## src/rtl/gor_pkg.sv

```systemverilog
package gor_pkg;

    typedef enum logic [1:0] {
        KIND_OTHER  = 2'b00,
        KIND_REDUCE = 2'b01,
        KIND_BRANCH = 2'b10,
        KIND_SPARE  = 2'b11
    } issue_kind_e;

    typedef struct packed {
        logic pending;
        logic valid;
        logic result;
    } gor_state_t;

    function automatic int unsigned wait_cycles(int unsigned depth, int unsigned red);
        return depth + 1 + red;
    endfunction

    function automatic int unsigned max_wait(int unsigned depth_w, int unsigned red_w);
        return wait_cycles((1 << depth_w) - 1, (1 << red_w) - 1);
    endfunction

endpackage

```

## src/rtl/gor_or_tree.sv

```systemverilog
module gor_or_tree #(
    parameter int N_PE = 16
) (
    input  logic [N_PE-1:0] bits,
    output logic            any_set
);
    localparam int LEVELS = (N_PE > 1) ? $clog2(N_PE) : 0;
    localparam int P      = 1 << LEVELS;

    logic [2*P-2:0] node;

    genvar i;
    generate
        for (i = 0; i < P; i++) begin : g_leaf
            if (i < N_PE) begin : g_real
                assign node[P-1+i] = bits[i];
            end else begin : g_pad
                assign node[P-1+i] = 1'b0;
            end
        end
        for (i = 0; i < P-1; i++) begin : g_inner
            assign node[i] = node[2*i+1] | node[2*i+2];
        end
    endgenerate

    assign any_set = node[0];
endmodule

```

## src/rtl/gor_wait_counter.sv

```systemverilog
module gor_wait_counter #(
    parameter int CNT_W = 5
) (
    input  logic             clk,
    input  logic             rst,
    input  logic             load,
    input  logic [CNT_W-1:0] load_val,
    output logic             done
);
    logic [CNT_W-1:0] cnt;

    always_ff @(posedge clk) begin
        if (rst) begin
            cnt <= '0;
        end else if (load) begin
            cnt <= load_val;
        end else if (cnt != '0) begin
            cnt <= cnt - CNT_W'(1);
        end
    end

    assign done = (cnt == CNT_W'(1));


    load_captured_chk: assert property (@(posedge clk) disable iff (rst)
        load |=> cnt == $past(load_val));


    count_step_chk: assert property (@(posedge clk) disable iff (rst)
        (!load && cnt != '0) |=> cnt == $past(cnt) - CNT_W'(1));


    no_reload_chk: assert property (@(posedge clk) disable iff (rst)
        load |-> cnt == '0);
endmodule

```

## src/rtl/gor_issue_ctl.sv

```systemverilog
module gor_issue_ctl
    import gor_pkg::*;
(
    input  logic       clk,
    input  logic       rst,
    input  logic       issue_valid,
    input  logic [1:0] issue_kind,
    input  logic       pending,
    input  logic       valid,
    output logic       stall,
    output logic       accept_reduce,
    output logic       consume
);
    issue_kind_e kind;
    logic        want_reduce;
    logic        want_branch;

    always_comb begin
        kind          = issue_kind_e'(issue_kind);
        want_reduce   = issue_valid && (kind == KIND_REDUCE);
        want_branch   = issue_valid && (kind == KIND_BRANCH);
        stall         = (want_reduce && pending) || (want_branch && pending && !valid);
        accept_reduce = want_reduce && !pending;
        consume       = want_branch && pending && valid;
    end


    other_never_stalls_chk: assert property (@(posedge clk) disable iff (rst)
        (issue_valid && (issue_kind == 2'b00 || issue_kind == 2'b11)) |-> !stall);


    reduce_and_stall_exclusive_chk: assert property (@(posedge clk) disable iff (rst)
        !(accept_reduce && stall));
endmodule

```

## src/rtl/gor_branch_interlock.sv

```systemverilog
module gor_branch_interlock
    import gor_pkg::*;
#(
    parameter int N_PE    = 16,
    parameter int DEPTH_W = 4,
    parameter int RED_W   = 4
) (
    input  logic               clk,
    input  logic               rst,
    input  logic [N_PE-1:0]    pe_bits,
    input  logic               issue_valid,
    input  logic [1:0]         issue_kind,
    input  logic [DEPTH_W-1:0] cfg_depth,
    input  logic [RED_W-1:0]   cfg_red_cycles,
    output logic               or_result,
    output logic               result_valid,
    output logic               issue_stall
);
    localparam int MAX_WAIT = int'(max_wait(DEPTH_W, RED_W));
    localparam int CNT_W    = $clog2(MAX_WAIT + 1);

    gor_state_t       st;
    logic             any_set;
    logic             done;
    logic             accept_reduce;
    logic             consume;
    logic [CNT_W-1:0] load_val;

    assign load_val = CNT_W'(wait_cycles(int'(cfg_depth), int'(cfg_red_cycles)));

    gor_or_tree #(.N_PE(N_PE)) or_tree_i (
        .bits    (pe_bits),
        .any_set (any_set)
    );

    gor_wait_counter #(.CNT_W(CNT_W)) wait_i (
        .clk      (clk),
        .rst      (rst),
        .load     (accept_reduce),
        .load_val (load_val),
        .done     (done)
    );

    gor_issue_ctl ctl_i (
        .clk           (clk),
        .rst           (rst),
        .issue_valid   (issue_valid),
        .issue_kind    (issue_kind),
        .pending       (st.pending),
        .valid         (st.valid),
        .stall         (issue_stall),
        .accept_reduce (accept_reduce),
        .consume       (consume)
    );

    always_ff @(posedge clk) begin
        if (rst) begin
            st <= '0;
        end else if (accept_reduce) begin
            st.pending <= 1'b1;
            st.valid   <= 1'b0;
        end else if (done) begin
            st.valid  <= 1'b1;
            st.result <= any_set;
        end else if (consume) begin
            st.pending <= 1'b0;
            st.valid   <= 1'b0;
        end
    end

    assign or_result    = st.result;
    assign result_valid = st.valid;


    reduce_clears_valid_chk: assert property (@(posedge clk) disable iff (rst)
        accept_reduce |=> !result_valid);


    valid_releases_branch_chk: assert property (@(posedge clk) disable iff (rst)
        (result_valid && issue_valid && issue_kind == 2'b10) |-> !issue_stall);


    consume_holds_result_chk: assert property (@(posedge clk) disable iff (rst)
        consume |=> !result_valid && $stable(or_result));


    idle_branch_inert_chk: assert property (@(posedge clk) disable iff (rst)
        (!st.pending && issue_valid && issue_kind == 2'b10) |=> $stable(or_result) && !result_valid);
endmodule

```

## config.mk

```make
export PLATFORM = sky130hd
export DESIGN_NAME = gor_branch_interlock
export DESIGN_NICKNAME = d
export VERILOG_FILES = /design/src/rtl/gor_pkg.sv /design/src/rtl/gor_or_tree.sv /design/src/rtl/gor_wait_counter.sv /design/src/rtl/gor_issue_ctl.sv /design/src/rtl/gor_branch_interlock.sv
export SDC_FILE = /design/constraint.sdc
export NUM_CORES = 1
export LEC_CHECK = 0
export ABC_AREA = 1
export BUFFER_PORTS_ARGS = -buffer_cell sky130_fd_sc_hd__buf_2
export CAP_MARGIN = 10
export CORE_MARGIN = 5
export CORE_UTILIZATION = 40
export CTS_CLUSTER_DIAMETER = 200
export DETAILED_ROUTE_END_ITERATION = 12
export GPL_ROUTABILITY_DRIVEN = 0
export PLACE_DENSITY = 0.73
export SLEW_MARGIN = 20
export SYNTH_ARGS = -nofsm -noshare
export SYNTH_HDL_FRONTEND = slang
export SYNTH_SLANG_ARGS = --single-unit
```

## constraint.sdc

```tcl
create_clock -name clk -period 1.3 [get_ports clk]
set_input_delay 0.26 -clock clk [delete_from_list [all_inputs] [get_ports clk]]
set_output_delay 0.26 -clock clk [all_outputs]
set_load 0.01 [all_outputs]
```

-- Yosys cells after proc, flatten, opt, wreduce, memory -nomap -nowiden
Index checks and enable logic that the tools add are counted.
- input bits: 29
- register bits: 8
- output and inout port bits: 3
- word-level logic and storage cells: 50
- add/sub/neg operators: 3
- reductions and logical operators: 17
- bitwise gates (word level): 16
- equality and inequality tests: 4
- multiplexer cells: 6
- operators by type and width (cell ; count):
    OR 1 bit ; 15
    2-to-1 mux 5 bit ; 2
    logical AND 1 bit ; 7
    nonzero test 2 bit ; 3
    adder 4 x 1 -> 5 bit, second input constant ; 1
    adder 5 x 4 -> 5 bit ; 1
    == test 5 x 1 -> 1 bit, second input constant ; 1
    nonzero test 5 bit ; 1
    subtractor 5 x 1 -> 5 bit, second input constant ; 1
    2-to-1 mux 2 bit ; 2
    AND reduction 2 bit ; 2
    == test 2 x 1 -> 1 bit, second input constant ; 1
    == test 2 bit, second input constant ; 1
    zero test 1 bit ; 2
    2-to-1 mux 1 bit ; 2
    inequality test 2 x 1 -> 1 bit, second input constant ; 1
    OR reduction 2 bit ; 1
    logical OR 1 bit ; 1
    NOT 1 bit ; 1

-- Depth between registers and ports, before layout
Gate-level depths: netlist of run 1.
- word-level depth: 7
- depth in mapped cells: 8

-- Hierarchy
Synthesis of run 1 repeated with hierarchy kept, for this count alone.
- cell total of the unflattened synthesis: 118
- area, all modules: 709.4 µm²
- by module, submodules not included (module ; area each (µm²) ; sequential area each (µm²) ; instances ; cells an instance):
    gor_wait_counter ; 312.8 ; 100.1 ; 1 ; 48
    gor_branch_interlock ; 286.5 ; 60.1 ; 1 ; 42
    gor_or_tree ; 56.3 ; 0.0 ; 1 ; 15
    gor_issue_ctl ; 53.8 ; 0.0 ; 1 ; 13

-- Least setup slack after synthesis of run 1
No wires, ideal clock.
- path type: input -> register
- start: input cfg_depth[0]
- end: register wait_i.cnt[2]
- library setup time: 113 ps
- required time: 1187 ps
- slack: 3 ps
- stages: 7
- buffers on the path: 0
- arrival time: 1184 ps
- cell sequence: inv_1 ha_1 fa_1 xor2_1 nand2_1 nand3_1 nor2_1
- word-level cells in the longest chain between the ends: 3
- ends and longest elaborated chain (element ; RTL line ; text):
    from (decl) ; gor_branch_interlock.sv:13 ; input logic [DEPTH_W-1:0] cfg_depth,
    adder 4 x 1 -> 5 bit ; gor_pkg.sv:17 ; return depth + 1 + red;
    adder 5 x 4 -> 5 bit ; gor_pkg.sv:17 ;
    2-to-1 mux 5 bit ; gor_wait_counter.sv:15 ; end else if (load) begin
    to (signal assigned) ; gor_wait_counter.sv:16 ; cnt <= load_val;
    to (signal assigned) ; gor_wait_counter.sv:18 ; cnt <= cnt - CNT_W'(1);
    to (decl) ; gor_wait_counter.sv:10 ; logic [CNT_W-1:0] cnt;
Every way passes these cells.
A chain may end at the register's enable or synchronous reset.

-- Worst setup path after layout of run 1
- start: register, netlist name st[2]
- end: output issue_stall
- word-level cells in the longest chain between the ends: 3
- ends and longest elaborated chain (element ; RTL line ; text):
    logical AND 1 bit (2 in series) ; gor_issue_ctl.sv:22 ; stall = (want_reduce && pending) || (want_branch && pending && !valid);
    logical OR 1 bit (*) ; gor_issue_ctl.sv:22 ;
    to (decl) ; gor_branch_interlock.sv:17 ; output logic issue_stall
Mark *: on every way between the ends. The rest lies on a longest branch, timed or not.

==> results of run 1 <==
## routing by layer
| layer | GRT usage | vias up | wire (um) |
|---|---|---|---|
| met5 | 0 | - | 0 |
| met4 | 0.1048 | 0 | 34 |
| met3 | 0.02292 | 4 | 100 |
| met2 | 0.2966 | 19 | 958 |
| met1 | 0.1547 | 357 | 728 |
| li1 | - | 431 | - |
## power groups by stage
stage,clock network (uW),registers [uW],logic (uW)
after global routing,222,425,853
final,201,414,740
after global placement,0,401,617
after detailed placement,0,406,636
after floorplan,0,403,477
after CTS,203,403,648
## final cells by class
cell class	instances	area, um2	share of cell area
clock buffer	3	22.52	0.02281
inverter	21	78.83	0.07985
multi-input combinational	83	491.7	0.4981
sequential	8	165.2	0.1673
tap	17	21.27	0.02155
timing repair buffer	38	207.7	0.2104
## cell families (layout without fill, tap and decap cells)
family                     count (synthesis)  in the layout  share of synthesized area
buffers and inverters                     21             62                     0.1139
AOI/OAI and AO/OA                         10             10                    0.07776
and+or+nand+nor                           64             64                     0.4141
adders and majority gates                  7              7                     0.1374
xor gates and xnor gates                   2              2                    0.02532
DFF                                        8              8                     0.2315
## per-stage QoR
step                      setup TNS, ns  hold WS, ns  power, uW
after CTS                      -0.06800       0.1728       1254
after global routing            -0.1411       0.1659       1501
final                          -0.05396       0.1778       1355
after detailed placement        -0.3441       0.4557       1042
after global placement          -0.2715       0.4446       1019
after floorplan                       0       0.3291      880.6
## cell usage after synthesis
cell type / instances
sky130_fd_sc_hd__dfxtp_1: 8
sky130_fd_sc_hd__nand2_2: 4
sky130_fd_sc_hd__nor2_1: 22
sky130_fd_sc_hd__nand3_1: 10
sky130_fd_sc_hd__nand2_1: 22
sky130_fd_sc_hd__a21oi_1: 8
sky130_fd_sc_hd__ha_1: 6
sky130_fd_sc_hd__xor2_1: 2
sky130_fd_sc_hd__inv_1: 19
sky130_fd_sc_hd__nor2_4: 1
sky130_fd_sc_hd__nand2_4: 1
sky130_fd_sc_hd__o32ai_1: 1
sky130_fd_sc_hd__fa_1: 1
sky130_fd_sc_hd__o21ai_0: 1
sky130_fd_sc_hd__nor2_2: 3
sky130_fd_sc_hd__inv_2: 2
sky130_fd_sc_hd__nor3_1: 1
## final timing paths
path	end	slack (ns)	depth (start not counted)
hold / removal	st[2]$_SDFFE_PP0P_	0.18	2
setup / recovery	issue_stall	-0.05	5
setup reg to reg	st[2]$_SDFFE_PP0P_	0.06	9
hold reg to reg	or_result$_SDFFE_PP0P_	0.52	4
## worst max-delay path, cell delays in order, from the launching register on
cell and delay [ns]:
sky130_fd_sc_hd__dfxtp_4 0.37, sky130_fd_sc_hd__nand2_4 0.05, sky130_fd_sc_hd__nor2_4 0.11, sky130_fd_sc_hd__inv_2 0.05, sky130_fd_sc_hd__o32ai_2 0.08, sky130_fd_sc_hd__buf_2 0.17
## sequential cells by signal, indices dropped and copies added (netlist names)
register      flops
or_result         1
st                1
result_valid      1
wait_i.cnt        5
## timing repair
| item | CTS | global route |
|---|---|---|
| endpoints found under the setup margin | 1 | 5 |
| buffers inserted | 5 | 2 |
| hold buffers | 0 | 0 |
| gates resized for setup | 2 | 12 |
| pin swaps | 1 | 2 |
==> impl_summary.md, run 1 <==
Run status
The flow ran to the end, but the final reports show violations. The checks that failed: setup timing.

Synth
For this run, the number of Yosys warnings is 0. The share of the Yosys chip area taken by registers is 0.2315. The share of synthesized area in the top cell type comes to 0.2315. The count of different cell masters after synthesis is 17. The cell count after synthesis came out at around 110.

The biggest area contributor in the post-synthesis netlist is sky130_fd_sc_hd__dfxtp_1. The number of nets handed over by synthesis was about 150. By area the synthesized netlist is led by sky130_fd_sc_hd__dfxtp_1 (23%), sky130_fd_sc_hd__nand2_1 (12%), sky130_fd_sc_hd__nor2_1 (12%).

Averaged over all synthesized cells, the footprint is between 6 and 7 um2. The synthesized netlist occupies a cell area of ~690 um2. The number of register bits inferred by synthesis is 8.

Global route
The via count of the first global-routing pass is between 800 and 900. The largest net degree at the start of global routing is 9. The wire length of the first global-routing pass is 3111 um. The remaining global-route overflow is 0. The number of antenna violations at the first check in global routing is 0. In the global route stage, overall resource usage came out at 0.1565.

Critical path
The top fanout value on the critical path is 4. Tracing the worst setup path back leads to its startpoint at st[2]$_SDFFE_PP0P_. The required time of the worst setup path is approximately 1.0 ns.

The worst setup path is launched from a flop. The kind of end point of the critical path is an output pin. The data arrival time of the critical path is 1.09 ns.

The startpoint identified for the worst register-to-register timing path is st[2]$_SDFFE_PP0P_. The worst setup path is of the flop to output pin kind.

Pwr
The internal power is between 700 and 800 uW. The part of the power in the clock network is 0.148. Of the total power, the share spent switching nets is 0.4289. The share of total power dissipated in sequential elements is 0.306. For this design the ratio of total power to cell area is between 1000 and 1500 nW/um2. For this design the total switching power over the nets is a little under 600 uW. Of the total power, combinational logic draws 0.546. The worst-case IR drop observed on VDD is 0.6300 mV. The cell leakage power is approximately 0.00055 uW.

Route
The average via count per standard cell is 4.771. The final wirelength is 1822 um. In this run the remaining antenna-violating nets after routing total 0. Across all layers, the routed design uses just over 800 vias.

After detailed routing, the number of remaining DRC violations is 0. The first detailed-routing pass took 4 iterations. After the first detailed-routing iteration, the DRC count stood at 10. The mean routed wirelength per cell is about 11 um.

CTS
The latest clock arrival within the worst-skew pair is ~0.26 ns. The post-CTS clock slew at the launch and capture registers of the worst setup and hold paths is around 0.050 ns. The clock tree from TritonCTS is built. The number of buffers created by CTS is 3.

The depth of the CTS H-tree is 1. The deepest clock path buffer count is 2. The root buffer cell chosen for the clock tree is sky130_fd_sc_hd__clkbuf_4.

The number of sinks driven by the clock tree is 8.

Placement
In this run the cell area measured after placement is 868.3 um2. The worst-case setup slack after placement is -0.1318 ns. Counting tap cells, the placed design contains a total of 160 instances. Summed over all nets, the half-perimeter wirelength after detailed placement is 1396 um. Input and output buffers added on the ports amount to 31.

Floorplan
The floorplan step set the die height to ~52 um. For this configuration, the core starts out at a cell density of 0.4096. In this run the core area contains 15 standard-cell rows. For this design the top-level I/O count stands at 32.

The core region area is between 1500 and 2000 um2. The die is 51.59 um wide. The die covers 2662 um2.

Cells and area
The final design utilization is 0.5844. 0 antenna diodes ended up in the layout. Excluding fillers, the count of instances in the completed layout stands at 170.

The filler cells instantiated in the layout total between 150 and 200. The total non-filler cell area in the finished layout is 987.2 um2. From synthesis to final layout, the design area changed by 42.68%. The top cell types in the final layout, fill and taps aside, are sky130_fd_sc_hd__buf_2 (31), sky130_fd_sc_hd__nand2_1 (21), sky130_fd_sc_hd__nor2_1 (21), sky130_fd_sc_hd__inv_1 (16), sky130_fd_sc_hd__nand3_1 (10). The final layout contains 191 nets. The most common cell after layout, fill and taps aside is sky130_fd_sc_hd__buf_2. In the final layout, the share of cells above drive strength 1 is 0.4052.

Timing
The relative slew slack is 0.8733. The final count of negative-setup-slack endpoints is 1. Clock skew on the completed layout was measured at roughly 0.0034 ns. The ratio of final minimum period to clock period is 1.042.

The final hold violation count is 0. The transition at the pin with the smallest max-transition slack is ~0.19 ns. Setup repair after global routing could not meet its margin everywhere. The number of pins exceeding their max-slew limit in the final report is 0. The highest clock frequency the design can meet is about 0.74 GHz. The post-route worst setup slack is -0.05396 ns. The minimum clock period after layout is 1.354 ns.

Hold path
The start point of the worst hold path is rst. The class of the most critical hold timing path is input port to flop.

Job
The number of maximum-capacitance constraint violations is 0.
Note: power is estimated with default switching activity, not from simulation.
==> run 2: changes to the inputs <==
==> constraint.sdc (replaced) <==
create_clock -name clk -period 1.2 [get_ports clk]
set_input_delay 0.24 -clock clk [delete_from_list [all_inputs] [get_ports clk]]
set_output_delay 0.24 -clock clk [all_outputs]
set_load 0.01 [all_outputs]
==> impl_summary.md, run 2 (synthesis gave the netlist of run 1 again) <==
Route
The final wirelength came to 1678 um (-7.9%). The average via count per standard cell is 4.819 (+1.0%). The mean routed wirelength per cell is 9.813 um (-8.4%). The total DRC errors in the routed layout is 0 (unchanged). The number of nets with antenna violations after routing is 0 (unchanged). The initial DRC count is 7 (-3). The number of vias in the routed layout was 824 (+1.6%). The first-pass detailed-route iteration total is 4 (unchanged).

Hold path
The number of stages on the worst hold path is 2 (unchanged). The start point of the worst hold path is rst. The min-delay analysis places its worst path in the category input port to flop. The hold-critical path endpoint is st[2]$_SDFFE_PP0P_.

Timing
The relative slew slack came to 0.8575 (-0.01573). Setup repair after global routing could not meet its margin everywhere. The post-route worst setup slack is -0.1402 ns (-0.08619 ns). The final hold violation count is 0 (unchanged). In the finished design, the share of the clock period the worst path needs comes to 1.117. The transition at the pin with the smallest max-transition slack is 0.2132 ns (+0.02309 ns). The setup clock skew after layout is 0.002441 ns (-0.0009604 ns). Timing would allow up to about 0.75 GHz.

The minimum clock period after layout is roughly 1.3 ns. The final count of negative-setup-slack endpoints was 1 (unchanged). The number of pins exceeding their max-slew limit in the final report is 0 (unchanged).

Cells and area
The final design utilization was 0.6185 (+0.03408). The footprint of the flip-flops and latches was 163.9 um2 (-0.76%). The area of combinational cells with multiple inputs is 516.7 um2 (+5.1%).

The filler cell count in the final layout was 164 (-7.9%). The top cell types in the final layout, fill and taps aside, are sky130_fd_sc_hd__buf_2 (29), sky130_fd_sc_hd__nand2_1 (21), sky130_fd_sc_hd__nor2_1 (21), sky130_fd_sc_hd__inv_1 (15), sky130_fd_sc_hd__buf_4 (9). The final cell count without fillers is 171 (+0.59%). The total non-filler cell area in the finished layout is 1045 um2 (+5.8%). wait_i.cnt holds more flip-flops than any other register. The number of antenna diodes came to 0 (unchanged). The share of final-layout standard cells stronger than drive strength 1 was 0.4416 (+0.03633). The most common cell after layout, fill and taps aside is sky130_fd_sc_hd__buf_2.

The layout net count is 192 (+0.52%). The flip-flop count of the largest register after layout is 5 (unchanged). The area growth from synthesis to layout is 50.99%.

CTS
The depth of the CTS H-tree is 1 (unchanged). The deepest clock path buffer count came to 2 (unchanged). The clock tree from TritonCTS is built.

The number of buffers created by CTS was 3 (unchanged). Clock tree synthesis selected as its root buffer the cell sky130_fd_sc_hd__clkbuf_4. The post-CTS clock slew at the launch and capture registers of the worst setup and hold paths came to 0.05 ns (about the same). The number of sinks driven by the clock tree is 8 (unchanged). The latest clock arrival within the worst-skew pair was 0.26 ns (about the same).

Critical path
The top fanout value on the critical path is 4 (unchanged). Traced cell by cell, the critical path runs through nand2_4 -> nor2_4 -> inv_2 -> o32ai_2 -> buf_2. The worst setup path is captured at an output pin.

The start-to-end type of the worst setup path is flop to output pin. The startpoint of the most critical register-to-register path is wait_i.cnt[1]$_SDFFE_PP0P_. The highest-delay cell along the critical path is sky130_fd_sc_hd__dfxtp_4. The cell depth of the worst flop-to-flop path is 6 (-3). STA classifies the critical path startpoint as a flop. The required time of the worst setup path was 0.96 ns (-0.08 ns).

The data arrival time of the critical path is 1.10 ns (about the same). The critical path's largest stage delay is 0.37 ns (about the same). The worst reg-to-reg setup slack is 0.08 ns (+0.02 ns).

The destination of the worst register-to-register timing path is wait_i.cnt[2]$_SDFFE_PP0P_.

Global route
The remaining global-route overflow is 0 (unchanged). The global routing stage identified its most utilized layer as met2. The met3 layer usage reported by global route is 0.01146 (-0.01146). The number of antenna violations at the first check in global routing is 0 (unchanged). The routing usage on met1 came to 0.1351 (-0.01957).

The wire length of the first global-routing pass came to 2670 um (-14%). The overall fraction of global-route tracks in use is 0.1318 (-0.02476). The largest net degree at the start of global routing is 9 (unchanged). The global-route track usage on met2 is 0.2542 (-0.04237). The via count of the first global-routing pass is 744 (-8.0%).

Run status
The run finished, with violations left. The final reports fail on setup timing.

Pwr
The cell leakage power is 0.0005606 uW (+1.9%). The total power per unit cell area is 1456 nW/um2 (+6.0%). The maximum resistive drop on vdd came to 0.8007 mV (+27%).

Floorplan
The number of placement rows is 15 (unchanged). The core region area came to 1689 um2 (unchanged). The die boundary height is 51.59 um (unchanged). The area of the die was 2662 um2 (unchanged). The starting utilization of the core area was 0.4096 (unchanged).

The horizontal extent of the die is 51.59 um (unchanged). The number of primary I/O pins came to 32 (unchanged).

Placement
The placed cell count came to 164 (+2.5%). The detailed-placement wirelength estimate is 1399 um (+0.25%). The count of port buffers added during placement is 31 (unchanged). The placed cell area is 930.9 um2 (+7.2%).

Job
The number of maximum-capacitance constraint violations is 0 (unchanged).
[run 2: worst max-delay path by stage]
stage | endpoint | from | slack (ns)
after floorplan | wait_i.cnt[1]$_SDFFE_PP0P_ | cfg_red_cycles[0] | -0.03
after global placement | wait_i.cnt[1]$_SDFFE_PP0P_ | cfg_red_cycles[0] | -0.23
after detailed placement | wait_i.cnt[1]$_SDFFE_PP0P_ | cfg_red_cycles[0] | -0.25
after CTS | issue_stall | st[2]$_SDFFE_PP0P_ | -0.17
after global routing | issue_stall | st[2]$_SDFFE_PP0P_ | -0.18
final | issue_stall | st[2]$_SDFFE_PP0P_ | -0.14
[run 2: final cells by class]
| class | instances | share of cell area |
|---|---|---|
| clock buffer | 3 | 0.02156 |
| inverter | 21 | 0.09222 |
| multi-input combinational | 83 | 0.4946 |
| sequential | 8 | 0.1569 |
| tap | 17 | 0.02036 |
| timing repair buffer | 39 | 0.2144 |
[run 2: critical path, delay by kind of cell, from the launching register on]
| family | cells | cell delay [ns] |
|---|---|---|
| AND/OR/NAND/NOR | 2 | 0.17 |
| buffers and inverters | 2 | 0.22 |
| AO/OA/AOI/OAI | 1 | 0.08 |
| flip-flops | 1 | 0.37 |
[run 2: timing repair]
item	4_1_cts	5_1_grt
resized for setup	2	17
setup buffers	5	1
gates cloned	0	0
endpoints found under the setup margin	1	7
hold buffers	0	0
pin swaps	2	7
[run 2: where the power goes]
group          switching, uW  total, uW  internal [uW]  leakage, uW
registers               71.9        432            360    0.0000667
logic                    475        881            406     0.000480
clock network           92.9        207            115    0.0000138
[run 2: through the flow]
step / setup WS (ns) / hold WS [ns] / TNS [ns] / total power [uW]
detailed placement: -0.2511 / 0.4343 / -0.7178 / 1218
floorplan: -0.02843 / 0.3091 / -0.02843 / 962.7
CTS: -0.1696 / 0.1577 / -0.1696 / 1438
global route: -0.1834 / 0.1582 / -0.1834 / 1673
finish: -0.1402 / 0.1537 / -0.1402 / 1521
global placement: -0.2278 / 0.4270 / -0.5889 / 1196
[run 2: routing by layer]
layer | vias up | share of wire | wire (um)
li1 | 432 | - | -
met2 | 16 | 0.56 | 948
met3 | 4 | 0.048 | 81
met1 | 372 | 0.37 | 613
met5 | - | 0 | 0
met4 | 0 | 0.020 | 34
==> run 3: changes to the inputs <==
--- a/config.mk
+++ b/config.mk
@@ -5,7 +5,7 @@
 export SDC_FILE = /design/constraint.sdc
 export NUM_CORES = 1
 export LEC_CHECK = 0
-export ABC_AREA = 1
+export ABC_AREA = 0
 export BUFFER_PORTS_ARGS = -buffer_cell sky130_fd_sc_hd__buf_2
 export CAP_MARGIN = 10
 export CORE_MARGIN = 5
@@ -13,7 +13,7 @@
 export CTS_CLUSTER_DIAMETER = 200
 export DETAILED_ROUTE_END_ITERATION = 12
 export GPL_ROUTABILITY_DRIVEN = 0
-export PLACE_DENSITY = 0.73
+export PLACE_DENSITY = 0.74
 export SLEW_MARGIN = 20
 export SYNTH_ARGS = -nofsm -noshare
 export SYNTH_HDL_FRONTEND = slang
==> impl_summary.md, run 3 <==
CTS
The deepest clock path buffer count came to 2 (unchanged). The number of buffers inserted for hold repair after clock tree synthesis was 0 (unchanged). The number of sinks driven by the clock tree is 8 (unchanged). TritonCTS built the clock tree.

The cell at the root of the clock tree is sky130_fd_sc_hd__clkbuf_4. The depth of the CTS H-tree is 1 (unchanged). The post-CTS clock slew at the launch and capture registers of the worst setup and hold paths is 0.05 ns (about the same). The latest clock arrival within the worst-skew pair is 0.25 ns (about the same). The number of buffers created by CTS was 3 (unchanged).

Global route
The via count of the first global-routing pass came to 728 (-2.2%). The wire length of the first global-routing pass is 2746 um (+2.8%). The overall fraction of global-route tracks in use is 0.1366 (+0.004843). The remaining global-route overflow is 0 (unchanged).

The number of antenna violations at the first check in global routing came to 0 (unchanged). The largest net degree at the start of global routing is 11 (+2).

Synth
Yosys attributes the largest share of cell area to sky130_fd_sc_hd__dfxtp_1 (25%), sky130_fd_sc_hd__ha_1 (12%), sky130_fd_sc_hd__nor4b_4 (7.4%). The cell with the most instances after synthesis is sky130_fd_sc_hd__nor2_1. The count of different cell masters after synthesis is 28 (+11). The number of register bits inferred by synthesis is 8 (unchanged). The total number of yosys warnings is 0 (unchanged). The post-synth design cell area is 645.6 um2 (-6.7%). The sequential element share of the synthesized area is 0.2481 (+0.01660). Ranked by instance count, the synthesized netlist is headed by sky130_fd_sc_hd__nor2_1 (11), sky130_fd_sc_hd__dfxtp_1 (8), sky130_fd_sc_hd__a21oi_1 (7).

The post-synthesis instance total came to 76 (-32%). The area fraction of the dominant cell type after synthesis is 0.2481 (+0.01660). The share of async-settable or async-resettable flops after synthesis is 0 (unchanged). The average cell area after synthesis came to 8.495 um2 (+38%).

The post-synth net total came to 112 (-24%). The flip-flop cell with the highest count after synthesis is sky130_fd_sc_hd__dfxtp_1. The number of flops mapped to enable cells by yosys was 0 (unchanged). The largest area contributor in the netlist is sky130_fd_sc_hd__dfxtp_1.

Floorplan
The starting utilization of the core area is 0.4236 (+0.01402). The core region area was 1524 um2 (-9.8%). The number of placement rows was 14 (-1).

The number of primary I/O pins is 32 (unchanged). The horizontal extent of the die came to 50.18 um (-2.7%). The die boundary height is 50.18 um (-2.7%).

The area of the die is 2518 um2 (-5.4%).

Cells and area
The flip-flop count of the largest register after layout is 5 (unchanged). The share of final-layout standard cells stronger than drive strength 1 is 0.5217 (+0.08018). The library cell used most frequently in the layout, excluding fill and tap cells, is sky130_fd_sc_hd__buf_2.

The number of antenna diodes is 0 (unchanged). The filler cell count in the final layout is 127 (-23%). The layout net count is 153 (-20%). Counting flops per register, the top entry is wait_i.cnt. The top cell types in the final layout, fill and taps aside, are sky130_fd_sc_hd__buf_2 (30), sky130_fd_sc_hd__nor2_1 (11), sky130_fd_sc_hd__a21oi_1 (7), sky130_fd_sc_hd__buf_4 (7). The area growth from synthesis to layout is 49.81%. The final design utilization is 0.6346 (+0.01613).

Timing
The minimum clock period after layout came to 1.226 ns (-0.1142 ns). The post-route worst setup slack is -0.02594 ns (+0.1142 ns). The highest clock frequency the design can meet is 0.8157 GHz (+9.3%). The transition at the pin with the smallest max-transition slack is 0.3649 ns (+0.1517 ns). The ratio of final minimum period to clock period is 1.022 (-0.09518). The setup clock skew after layout is 0.001312 ns (-0.001129 ns).

The final hold violation count was 0 (unchanged). The worst hold slack across all endpoints came to 0.2425 ns (+0.08881 ns). The relative slew slack came to 0.7564 (-0.1011).

Setup repair after global routing could not meet its margin everywhere. The number of pins exceeding their max-slew limit in the final report is 0 (unchanged). The final count of negative-setup-slack endpoints is 2 (+1). The sum of negative setup slack was -0.03509 ns (+0.1051 ns).

Pwr
The cell leakage power is 0.0004493 uW (-20%). The total power per unit cell area is 1562 nW/um2 (+7.3%). The fraction of power spent switching nets is 0.3599 (-0.06078).

The proportion of power drawn by flip-flops and latches was 0.294 (+0.010). The maximum resistive drop on vdd is 0.6046 mV (-24%). The part of the power in the clock network is 0.133 (-0.003).

The power share of the combinational group is 0.573 (-0.006). The internal power is 967.3 uW (+9.8%). The switching power is 543.8 uW (-15%).

Route
The number of nets with antenna violations after routing came to 0 (unchanged). The number of vias in the routed layout is 698 (-15%). The total DRC errors in the routed layout is 0 (unchanged). The average via count per standard cell is 5.328 (+11%). The initial DRC count came to 5 (-2). The first-pass detailed-route iteration total is 4 (unchanged). The final wirelength is 1603 um (-4.5%). The mean routed wirelength per cell is 12.24 um (+25%).

Run status
The flow ran to the end, but the final reports show violations. The final reports fail on setup timing.

Critical path
The worst setup path is of the flop to flop kind. The cell depth of the worst flop-to-flop path is 6 (unchanged). The data arrival time of the critical path is 1.42 ns (+0.32 ns). The worst setup path is launched from a flop. The required time of the worst setup path is 1.39 ns (+0.43 ns). The top fanout value on the critical path came to 3 (-1). STA classifies the critical path endpoint as a flop.

Job
The number of maximum-capacitance constraint violations came to 0 (unchanged).

Hold path
The class of the most critical hold timing path is input port to flop. The number of stages on the worst hold path is 2 (unchanged).

Placement
The detailed-placement wirelength estimate came to 1343 um (-4.0%). The count of port buffers added during placement is 31 (unchanged).
run 3: cell types whose count changed in the layout (fill, tap and decap cells not counted), sizes merged, moves of 2 or more:
cell,change
nand3,-10
nor2b,+3
nor4b,+2
inv,-15
nor2,-15
a211oi,+2
nand2,-25
nor3,+3
o21ai,+3
mux2i,+3
xor2,-2
nor4,+4
run 3: timing repair:
action / 4_1_cts / 5_1_grt
setup buffers: 1 / 1
pin swaps: 3 / 9
resized for setup: 10 / 7
endpoints found under the setup margin: 7 / 9
run 3: area by class of cell:
type / instances / area [um2] / area share
Timing Repair Buffer: 38 / 214.0 / 0.2212
Clock buffer: 3 / 22.52 / 0.02329
Tap cell: 16 / 20.02 / 0.02070
Inverter: 6 / 40.04 / 0.04140
Multi-Input combinational cell: 60 / 503.0 / 0.5201
Sequential cell: 8 / 167.7 / 0.1734
run 3: power groups by stage:
| stage | sequential (uW) | combinational [uW] | clock [uW] |
|---|---|---|---|
| floorplan | 435 | 477 | 0 |
| global placement | 429 | 705 | 0 |
| detailed placement | 431 | 727 | 0 |
| CTS | 439 | 824 | 210 |
| global route | 454 | 971 | 231 |
| finish | 444 | 865 | 202 |
run 3: through the flow:
step                      instances  total power [uW]  instance area (um2)  worst slack [ns]
after CTS                       131              1473                950.9          -0.04095
after floorplan                  76             912.3                681.9          -0.01081
final                           131              1511                967.2          -0.02594
after detailed placement        127              1158                890.9           -0.2649
after global routing            131              1656                967.2           -0.1404
after global placement          127              1133                890.9           -0.2250
run 3: worst paths after layout:
path | start | to | slack [ns]
setup reg to reg | wait_i.cnt[1]$_SDFFE_PP0P_ | wait_i.cnt[1]$_SDFFE_PP0P_ | -0.03
hold / removal | rst | st[2]$_SDFFE_PP0P_ | 0.24
hold reg to reg | result_valid$_SDFFE_PP0P_ | st[2]$_SDFFE_PP0P_ | 0.51
setup / recovery | wait_i.cnt[1]$_SDFFE_PP0P_ | wait_i.cnt[1]$_SDFFE_PP0P_ | -0.03
run 3: worst max-delay path, cell delays in order (launching register included):
cell and delay [ns]:
sky130_fd_sc_hd__dfxtp_1 0.31, sky130_fd_sc_hd__inv_2 0.08, sky130_fd_sc_hd__ha_4 0.13, sky130_fd_sc_hd__nor4b_4 0.25
sky130_fd_sc_hd__mux2i_1 0.23, sky130_fd_sc_hd__a21oi_1 0.08, sky130_fd_sc_hd__nor2_1 0.08
run 3: metal layers:
layer / vias up / wire length (um) / GRT usage
met2: 30 / 770 / 0.2301
met3: 7 / 99 / 0.02663
li1: 361 / - / -
met4: 0 / 57 / 0.09170
met5: - / 0 / 0
met1: 300 / 676 / 0.1534
run 3: cell families after synthesis:
family,Yosys count,synth area share
AO/OA/AOI/OAI,15,0.1337
XOR/XNOR,1,0.01357
flip-flops,8,0.2481
multiplexers,3,0.04651
AND/OR/NAND/NOR,34,0.3586
adder cells (fa/ha/maj),7,0.1473
buffers and inverters,8,0.05232
